## config.mk

```make
export PLATFORM = sky130hd
export DESIGN_NAME = interval_timer
export DESIGN_NICKNAME = d
export VERILOG_FILES = /design/src/rtl/timer_pkg.sv /design/src/rtl/timer_count.sv /design/src/rtl/timer_ctrl.sv /design/src/rtl/timer_regfile.sv /design/src/rtl/interval_timer.sv
export SDC_FILE = /design/constraint.sdc
export NUM_CORES = 1
export LEC_CHECK = 0
export ABC_AREA = 0
export CAP_MARGIN = 15
export CORE_UTILIZATION = 50
export DETAILED_ROUTE_END_ITERATION = 8
export GPL_TIMING_DRIVEN = 0
export PLACE_DENSITY_LB_ADDON = 0.1
export SLEW_MARGIN = 10
export SYNTH_ARGS = -nofsm -noshare
export SYNTH_HDL_FRONTEND = slang
export SYNTH_SLANG_ARGS = --single-unit
```

## constraint.sdc

```tcl
create_clock -name clk -period 5.4 [get_ports clk]
set_clock_uncertainty 0.05 [all_clocks]
set_input_delay 1.08 -clock clk [delete_from_list [all_inputs] [get_ports clk]]
set_output_delay 1.08 -clock clk [all_outputs]
set_load 0.01 [all_outputs]
```

## src/rtl/timer_pkg.sv

```systemverilog
package timer_pkg;
  localparam int REG_W    = 32;
  localparam int ERR_BIT  = 31;
  localparam int DONE_BIT = 7;
  localparam int IE_BIT   = 6;
  localparam int STEP_BIT = 5;
  localparam int XFER_BIT = 4;
  localparam int RUN_BIT  = 0;

  typedef enum logic [1:0] {
    ADDR_CTRL   = 2'd0,
    ADDR_COUNT  = 2'd1,
    ADDR_RELOAD = 2'd2,
    ADDR_SPARE  = 2'd3
  } reg_addr_e;

  typedef struct packed {
    logic err;
    logic done;
    logic ie;
    logic run;
  } tmr_status_t;
endpackage

```

## src/rtl/timer_count.sv

```systemverilog
module timer_count #(
  parameter int CNT_W = 32
) (
  input  logic             clk,
  input  logic             rst_n,
  input  logic             step,
  input  logic             load,
  input  logic [CNT_W-1:0] reload_val,
  output logic [CNT_W-1:0] count,
  output logic             wrap
);
  logic [CNT_W-1:0] base;
  logic [CNT_W-1:0] count_d;

  // A transfer in the same write lands before any step.
  always_comb begin
    base    = load ? reload_val : count;
    wrap    = step && (&base);
    count_d = base;
    if (step) count_d = wrap ? reload_val : base + CNT_W'(1);
  end

  always_ff @(posedge clk) begin
    if (!rst_n) count <= '0;
    else        count <= count_d;
  end
endmodule

```

## src/rtl/timer_ctrl.sv

```systemverilog
module timer_ctrl
  import timer_pkg::*;
(
  input  logic             clk,
  input  logic             rst_n,
  input  logic             csr_wr,
  input  logic [REG_W-1:0] wdata,
  input  logic             wrap,
  output tmr_status_t      stat,
  output logic             irq
);
  tmr_status_t stat_d;
  logic        irq_d;

  always_comb begin
    stat_d = stat;
    irq_d  = irq;
    if (csr_wr) begin
      if (wdata[DONE_BIT]) stat_d.done = 1'b0;
      if (wdata[ERR_BIT])  stat_d.err  = 1'b0;
      stat_d.ie  = wdata[IE_BIT];
      stat_d.run = wdata[RUN_BIT];
    end
    if (wrap) begin
      if (stat_d.done) stat_d.err  = 1'b1;
      else             stat_d.done = 1'b1;
      irq_d = stat_d.ie;
    end
    if (csr_wr) irq_d = irq_d && stat_d.done && stat_d.ie;
  end

  always_ff @(posedge clk) begin
    if (!rst_n) begin
      stat <= '0;
      irq  <= 1'b0;
    end else begin
      stat <= stat_d;
      irq  <= irq_d;
    end
  end
endmodule

```

## src/rtl/timer_regfile.sv

```systemverilog
module timer_regfile
  import timer_pkg::*;
#(
  parameter int CNT_W = 32
) (
  input  logic             clk,
  input  logic             rst_n,
  input  logic             wr_en,
  input  logic [1:0]       addr,
  input  logic [REG_W-1:0] wdata,
  input  tmr_status_t      stat,
  input  logic [CNT_W-1:0] count,
  output logic [CNT_W-1:0] reload,
  output logic [REG_W-1:0] rdata
);
  localparam int PAD = REG_W - CNT_W;

  logic [REG_W-1:0] count_ext;
  logic [REG_W-1:0] reload_ext;
  logic [REG_W-1:0] ctrl_view;

  generate
    if (PAD > 0) begin : g_pad
      assign count_ext  = {{PAD{1'b0}}, count};
      assign reload_ext = {{PAD{1'b0}}, reload};
    end else begin : g_full
      assign count_ext  = count;
      assign reload_ext = reload;
    end
  endgenerate

  always_comb begin
    ctrl_view           = '0;
    ctrl_view[ERR_BIT]  = stat.err;
    ctrl_view[DONE_BIT] = stat.done;
    ctrl_view[IE_BIT]   = stat.ie;
    ctrl_view[RUN_BIT]  = stat.run;
  end

  always_ff @(posedge clk) begin
    if (!rst_n)
      reload <= '0;
    else if (wr_en && addr == ADDR_RELOAD)
      reload <= wdata[CNT_W-1:0];
  end

  always_comb begin
    unique case (addr)
      ADDR_CTRL:   rdata = ctrl_view;
      ADDR_COUNT:  rdata = count_ext;
      ADDR_RELOAD: rdata = reload_ext;
      default:     rdata = '0;
    endcase
  end
endmodule

```

## src/rtl/interval_timer.sv

```systemverilog
module interval_timer
  import timer_pkg::*;
#(
  parameter int CNT_W = 32
) (
  input  logic             clk,
  input  logic             rst_n,
  input  logic             tick_en,
  input  logic             bus_wr,
  input  logic [1:0]       bus_addr,
  input  logic [REG_W-1:0] bus_wdata,
  output logic [REG_W-1:0] bus_rdata,
  output logic             irq
);
  tmr_status_t      stat;
  logic [CNT_W-1:0] count_q;
  logic [CNT_W-1:0] reload_q;
  logic             csr_wr;
  logic             step;
  logic             load;
  logic             wrap;

  // A control write owns the cycle: its own step decision replaces the tick.
  always_comb begin
    csr_wr = bus_wr && (bus_addr == ADDR_CTRL);
    load   = csr_wr && bus_wdata[XFER_BIT];
    if (csr_wr) step = !bus_wdata[RUN_BIT] && bus_wdata[STEP_BIT];
    else        step = tick_en && stat.run;
  end

  timer_count #(.CNT_W(CNT_W)) u_count (
    .clk        (clk),
    .rst_n      (rst_n),
    .step       (step),
    .load       (load),
    .reload_val (reload_q),
    .count      (count_q),
    .wrap       (wrap)
  );

  timer_ctrl u_ctrl (
    .clk    (clk),
    .rst_n  (rst_n),
    .csr_wr (csr_wr),
    .wdata  (bus_wdata),
    .wrap   (wrap),
    .stat   (stat),
    .irq    (irq)
  );

  timer_regfile #(.CNT_W(CNT_W)) u_regs (
    .clk    (clk),
    .rst_n  (rst_n),
    .wr_en  (bus_wr),
    .addr   (bus_addr),
    .wdata  (bus_wdata),
    .stat   (stat),
    .count  (count_q),
    .reload (reload_q),
    .rdata  (bus_rdata)
  );
endmodule

```

Yosys cells after proc, flatten, opt, wreduce, memory -nomap -nowiden
Cells that the tools add are included.
{"block": "totals", "register_bits": 69, "in_bits": 38, "word_cells": 33, "out_inout_bits": 33}
{"block": "classes", "reduce_logical": 11, "add_sub_neg": 1, "n_eq_ne": 2, "n_mux": 12}
{"cell": "32-bit 2-to-1 mux", "count": 3}
{"cell": "32-bit one-hot mux with 3 select lines", "count": 1}
{"cell": "32-bit by 1-bit adder with 32-bit output, second input constant", "count": 1}
{"cell": "32-bit AND reduction", "count": 1}
{"cell": "1-bit logical AND", "count": 8}
{"cell": "1-bit 2-to-1 mux", "count": 6}
{"cell": "4-bit 2-to-1 mux", "count": 1}
{"cell": "2-bit by 1-bit == test with 1-bit output, second input constant", "count": 1}
{"cell": "2-bit == test, second input constant", "count": 1}
{"cell": "2-bit zero test", "count": 1}
{"cell": "2-bit 2-to-1 mux", "count": 1}
{"cell": "1-bit zero test", "count": 1}

Longest topological paths before layout
Gate-level depths: netlist (run 1).
{"block": "logic_depth", "word_depth": 10, "mapped_depth": 18, "ltp_nobuf": 11}

Cells and area by module
From an unflattened synthesis (run 1), not the netlist that was laid out.
{"block": "hier_totals", "cells_unflattened": 626, "area_unflattened_um2": 5008.6}
{"mod": "timer_count", "seq_area_each_um2": 640.6, "area_each_um2": 3101.7, "instances": 1, "cells_per_inst": 412}
{"mod": "timer_regfile", "seq_area_each_um2": 640.6, "area_each_um2": 1650.3, "instances": 1, "cells_per_inst": 186}
{"mod": "timer_ctrl", "seq_area_each_um2": 100.1, "area_each_um2": 210.2, "instances": 1, "cells_per_inst": 23}
{"mod": "interval_timer", "seq_area_each_um2": 0.0, "area_each_um2": 46.3, "instances": 1, "cells_per_inst": 5}

Worst setup path after synthesis (run 1)
OpenSTA, ideal clock, no wires.
{"block": "synth_timing", "kind": "input port to flip-flop", "startpoint": "input bus_addr[0]", "endpoint": "register u_count.count[29]", "slack_ps": 1176, "required_ps": 5230, "arrival_time_ps": 4055, "cell_stages": 16, "path_cell_list": "buf_6 > nor4bb_1 > buf_2 > buf_2 > buf_1 > clkbuf_1 > nand2_1 > nand2_1 > ha_1 > nand4_1 > o21ai_0 > and4_1 > buf_4 > buf_6 > nor3b_1 > o31a_1"}
{"block": "synth_via", "elab_chain_len": 8, "word_cells_on_any_way": 10, "classes_between": "add/sub: 1; mux: 4; reduce/logical: 5"}
{"item": "from (decl)", "line": "interval_timer.sv:10", "text": "input logic [1:0] bus_addr,"}
{"item": "2-bit zero test (*)", "line": "interval_timer.sv:25", "text": "csr_wr = bus_wr && (bus_addr == ADDR_CTRL);"}
{"item": "1-bit logical AND (*)", "line": "interval_timer.sv:25"}
{"item": "branches (longest 5 deep; another with 32-bit by 1-bit adder with 32-bit output)"}
{"item": "32-bit 2-to-1 mux (*)", "line": "timer_count.sv:20", "text": "if (step) count_d = wrap ? reload_val : base + CNT_W'(1);"}
{"item": "to (signal assigned)", "line": "timer_count.sv:25", "text": "else count <= count_d;"}
{"item": "to (decl)", "line": "timer_count.sv:9", "text": "output logic [CNT_W-1:0] count,"}
Every way passes the cells marked *.
A chain may end at the register's enable or synchronous reset.

Worst setup path in the final report (run 1)
{"block": "layout_timing", "startpoint": "input bus_addr[1]", "endpoint": "register u_count.count[23]"}
The elaborated chain is that of the path after synthesis.

==> results of run 1 <==
-- sequential cells by signal, indices dropped and copies added (netlist names) --
register	flops
u_count.count	32
u_ctrl.irq	1
u_ctrl.stat	4
u_regs.reload	32
-- metal layers --
| metal | vias up | share of wire, % | routed length [µm] | GRT usage [%] |
|---|---|---|---|---|
| li1 | 2470 | - | - | - |
| met1 | 2503 | 41 | 7030 | 46.5 |
| met2 | 350 | 45 | 7800 | 57.2 |
| met3 | 64 | 11 | 1820 | 7.23 |
| met4 | 0 | 3.6 | 630 | 18.5 |
| met5 | - | 0 | 0 | 0 |
-- area by class of cell --
type	count	area, µm²	area share, %
clock buffer	13	149	2.62
tap	111	139	2.44
multi-input combinational	510	3030	53.2
sequential	69	1380	24.3
clock inverter	2	10.0	0.176
inverter	4	15.0	0.264
buffer	53	279	4.90
timing repair buffer	69	691	12.1
-- power by group --
| group | internal [W] | switching (W) | total (W) |
|---|---|---|---|
| combinational | 0.0000565 | 0.0000799 | 0.000136 |
| sequential | 0.000520 | 0.0000163 | 0.000536 |
| clock | 0.000176 | 0.000206 | 0.000382 |
-- critical path, stage by stage --
cell and delay (ns):
sky130_fd_sc_hd__clkdlybuf4s50_1 0.66, sky130_fd_sc_hd__nand4bb_1 0.20, sky130_fd_sc_hd__buf_6 0.19, sky130_fd_sc_hd__buf_2 0.32, sky130_fd_sc_hd__clkbuf_1 0.61, sky130_fd_sc_hd__mux2i_1 0.19, sky130_fd_sc_hd__inv_1 0.12, sky130_fd_sc_hd__ha_1 0.28
sky130_fd_sc_hd__and3_1 0.19, sky130_fd_sc_hd__nand4_1 0.09, sky130_fd_sc_hd__o21ai_1 0.36, sky130_fd_sc_hd__and4_1 0.27, sky130_fd_sc_hd__buf_4 0.18, sky130_fd_sc_hd__buf_4 0.23, sky130_fd_sc_hd__nor3_1 0.08, sky130_fd_sc_hd__a31oi_1 0.18
sky130_fd_sc_hd__a21oi_1 0.09
-- cells in the mapped netlist, types with 3 or more instances --
| cell | number |
|---|---|
| sky130_fd_sc_hd__nand2_1 | 146 |
| sky130_fd_sc_hd__dfxtp_1 | 69 |
| sky130_fd_sc_hd__a21oi_1 | 60 |
| sky130_fd_sc_hd__nand3_1 | 36 |
| sky130_fd_sc_hd__clkbuf_1 | 33 |
| sky130_fd_sc_hd__mux2i_1 | 33 |
| sky130_fd_sc_hd__a22o_1 | 31 |
| sky130_fd_sc_hd__nor2_1 | 31 |
| sky130_fd_sc_hd__o21ai_0 | 27 |
| sky130_fd_sc_hd__nand4_1 | 13 |
| sky130_fd_sc_hd__nor3_1 | 12 |
| sky130_fd_sc_hd__and3_1 | 11 |
| sky130_fd_sc_hd__a31oi_1 | 10 |
| sky130_fd_sc_hd__buf_2 | 10 |
| sky130_fd_sc_hd__a211oi_1 | 9 |
| sky130_fd_sc_hd__buf_6 | 7 |
| sky130_fd_sc_hd__o22ai_1 | 7 |
| sky130_fd_sc_hd__mux2_2 | 5 |
| sky130_fd_sc_hd__a22oi_1 | 4 |
| sky130_fd_sc_hd__nand2b_1 | 4 |
| sky130_fd_sc_hd__and2_1 | 3 |
| sky130_fd_sc_hd__and4_1 | 3 |
| sky130_fd_sc_hd__buf_4 | 3 |
| sky130_fd_sc_hd__inv_1 | 3 |
| sky130_fd_sc_hd__nor2b_1 | 3 |
| sky130_fd_sc_hd__nor3b_1 | 3 |
| sky130_fd_sc_hd__nor4_1 | 3 |
| sky130_fd_sc_hd__o211ai_1 | 3 |
| sky130_fd_sc_hd__o21a_1 | 3 |
| sky130_fd_sc_hd__o21bai_1 | 3 |
-- repair_timing --
item,CTS,global route
resized for setup,2,1
hold buffers,0,0
setup endpoints to repair,35,2
-- cell families (layout without fill, tap and decap cells) --
family,after synthesis,count (layout)
XOR/XNOR,3,3
flip-flops,69,69
AND/OR/NAND/NOR,286,286
buffers and inverters,58,141
AO/OA/AOI/OAI,180,180
adder cells (fa/ha/maj),1,1
multiplexers,40,40
-- worst max-delay path by stage --
| stage | start | slack (ns) | end |
|---|---|---|---|
| finish | bus_addr[1] | 0.23 | u_count.count[23]$_SDFF_PN0_ |
| detailed placement | bus_addr[1] | -0.77 | u_count.count[5]$_SDFF_PN0_ |
| CTS | bus_addr[1] | 0.34 | u_count.count[5]$_SDFF_PN0_ |
| global placement | bus_addr[1] | -0.69 | u_count.count[5]$_SDFF_PN0_ |
| global route | bus_addr[1] | 0.03 | u_count.count[3]$_SDFF_PN0_ |
| floorplan | bus_addr[0] | 1.18 | u_count.count[29]$_SDFF_PN0_ |
-- per-stage QoR --
stage          worst slack [ns]  hold WS [ns]
3_5_place_dp             -0.767         0.425
6_report                  0.227         0.441
4_1_cts                   0.344         0.443
3_3_place_gp             -0.694         0.421
5_1_grt                  0.0336         0.497
2_1_floorplan              1.18         0.405
-- layout by cell type, fill, tap and decap left out, types with 11 or more instances in the layout --
cell and count:
sky130_fd_sc_hd__nand4_1 13, sky130_fd_sc_hd__nor2_1 31, sky130_fd_sc_hd__a22o_1 31, sky130_fd_sc_hd__clkdlybuf4s50_1 69
sky130_fd_sc_hd__mux2i_1 33, sky130_fd_sc_hd__nand3_1 36, sky130_fd_sc_hd__a21oi_1 60, sky130_fd_sc_hd__nand2_1 146
sky130_fd_sc_hd__clkbuf_1 35, sky130_fd_sc_hd__and3_1 11, sky130_fd_sc_hd__dfxtp_1 69, sky130_fd_sc_hd__o21ai_0 26
sky130_fd_sc_hd__nor3_1 12
==> impl_metrics.env, run 1 <==
export IMPL_finalCritPeriodShare_pct=95.8
export IMPL_std_cell_rows=35
export IMPL_power_per_cell_area_nw_per_um2=185
export IMPL_finalWeightedCongestion=0.970
export IMPL_clock_tree_htree_level_count=3
export IMPL_antenna_cells_inserted=0
export IMPL_synthesis_instances=637
export IMPL_drc_errors=0
export IMPL_cts_root_buf="sky130_fd_sc_hd__clkbuf_8"
export IMPL_timing_setup_critical_path_class="primary input to flop"
export IMPL_area_growth_syn_to_layout_pct=21.0
export IMPL_final_setup_tns_ns=0
export IMPL_initialDrtViolationCount=489
export IMPL_drv_max_cap_violation_count=0
export IMPL_netlist_top_cell_by_area="sky130_fd_sc_hd__dfxtp_1"
export IMPL_routed_wire_per_std_cell_um=20.8
export IMPL_tritoncts="built"
export IMPL_grt_max_degree=20
export IMPL_clock_latency_ns=0.36
export IMPL_reg2reg_to="u_count.count[23]$_SDFF_PN0_"
export IMPL_post_synth_fa_ha_maj_area_fraction_pct=0.266
export IMPL_ff2ff_path_depth=12
export IMPL_synth_fp_nets=676
export IMPL_synth_top_cells_by_area="sky130_fd_sc_hd__dfxtp_1 29%, sky130_fd_sc_hd__nand2_1 12%, sky130_fd_sc_hd__mux2i_1 7.0%"
export IMPL_vertical_die_dimension_um=99.0
export IMPL_synth_ff_type="sky130_fd_sc_hd__dfxtp_1"
export IMPL_critical_path_endpoint_type="flop"
export IMPL_non_filler_instances=831
export IMPL_cts_sink_count=69
export IMPL_fillCellCount=868
export IMPL_detail_route_antenna_nets=0
export IMPL_status="completed"
export IMPL_worst_endpoint_required_ns=5.56
export IMPL_yosys_area_top_type_share_pct=29.4
export IMPL_buffer_ports_inserted=69
export IMPL_first_pass_iters=6
export IMPL_clk_pin_slew_worst_paths_ns=0.07
export IMPL_final_max_slew_violation_count=0
export IMPL_postLayoutCellArea_um2=5690
export IMPL_place_detailed_hpwl_mm=12.1
export IMPL_dp_cells=817
export IMPL_synth_xor_area_share_pct=0.559
export IMPL_postCtsSetupBuffers=0
export IMPL_ir_drop_mv=0.100
export IMPL_per_cell_via_count_in_the_routed_design=6.48
export IMPL_worstMarginPinSlew_ns=0.883
export IMPL_timing_final_hold_violations=0
export IMPL_startpoint_type="primary input"
export IMPL_antenna_found_initial=0
export IMPL_setup_viol=0
export IMPL_register_to_register_path_setup_slack_ns=2.61
export IMPL_placed_area_um2=5530
export IMPL_grtUsageTotal_pct=36.1
export IMPL_cellLeakagePower_nw=2.00
export IMPL_power_w=0.00105
export IMPL_worstHoldPathCells=2
export IMPL_hold_path_class="flop to flop"
export IMPL_synth_simple_gate_area_share_pct=28.7
export IMPL_timing_fmax_mhz=193
export IMPL_synth_ff_latch_count=69
export IMPL_grt_first_pass_wirelength_mm=27.2
export IMPL_worst_path_max_fanout=10
export IMPL_routed_via_count=5387
export IMPL_grt_overflow=0
export IMPL_ys_warn_count=0
export IMPL_combinational_family_with_the_most_area_after_synthesis="simple AND/OR/NAND/NOR gates"
export IMPL_synth_area_mux_share_pct=8.99
export IMPL_synth_edf_count=0
export IMPL_io_pins=71
export IMPL_area_of_the_mapped_netlist_um2=4700
export IMPL_layout_cells_sized_above_1_pct=7.50
export IMPL_min_delay_start="u_ctrl.stat[3]$_SDFF_PN0_"
export IMPL_asyncSetResetFlopFracSynth_pct=0
export IMPL_synth_distinct_cells=70
export IMPL_whs_endpoint="u_ctrl.stat[3]$_SDFF_PN0_"
export IMPL_vias_in_the_first_global_route=5066
export IMPL_dieWidth_um=99.0
export IMPL_syn_area_per_cell_um2=7.38
export IMPL_floorplan_initialDensity_pct=51.1
export IMPL_floorplan_core_area_um2=9200
export IMPL_cts_root_to_sink_buffers=2
export IMPL_route_final_wire_length_mm=17.3
export IMPL_finalCriticalPeriod_ns=5.17
export IMPL_cts_made_buffers=9
export IMPL_floorplan_die_area_um2=9800
export IMPL_rsz_0062_raised_after_global_routing="false"
export IMPL_rr_startpoint="u_regs.reload[0]$_SDFFE_PN0P_"
export IMPL_synth_compound_gate_area_share_pct=25.9
export IMPL_design_final_nets=755
export IMPL_maxSlewHeadroom_pct=41.1
export IMPL_cp_data_arrival_time_ns=5.34
export IMPL_utilization_pct=61.9
export IMPL_yosysSeqAreaShare_pct=29.4
Power figures use the tool's default switching activity.
==> run 2, diff against run 1 <==
Settings changed: ABC_AREA 0 to default.
==> results of run 2 <==
Final layout, timing and power as in run 1 (identical DEF).
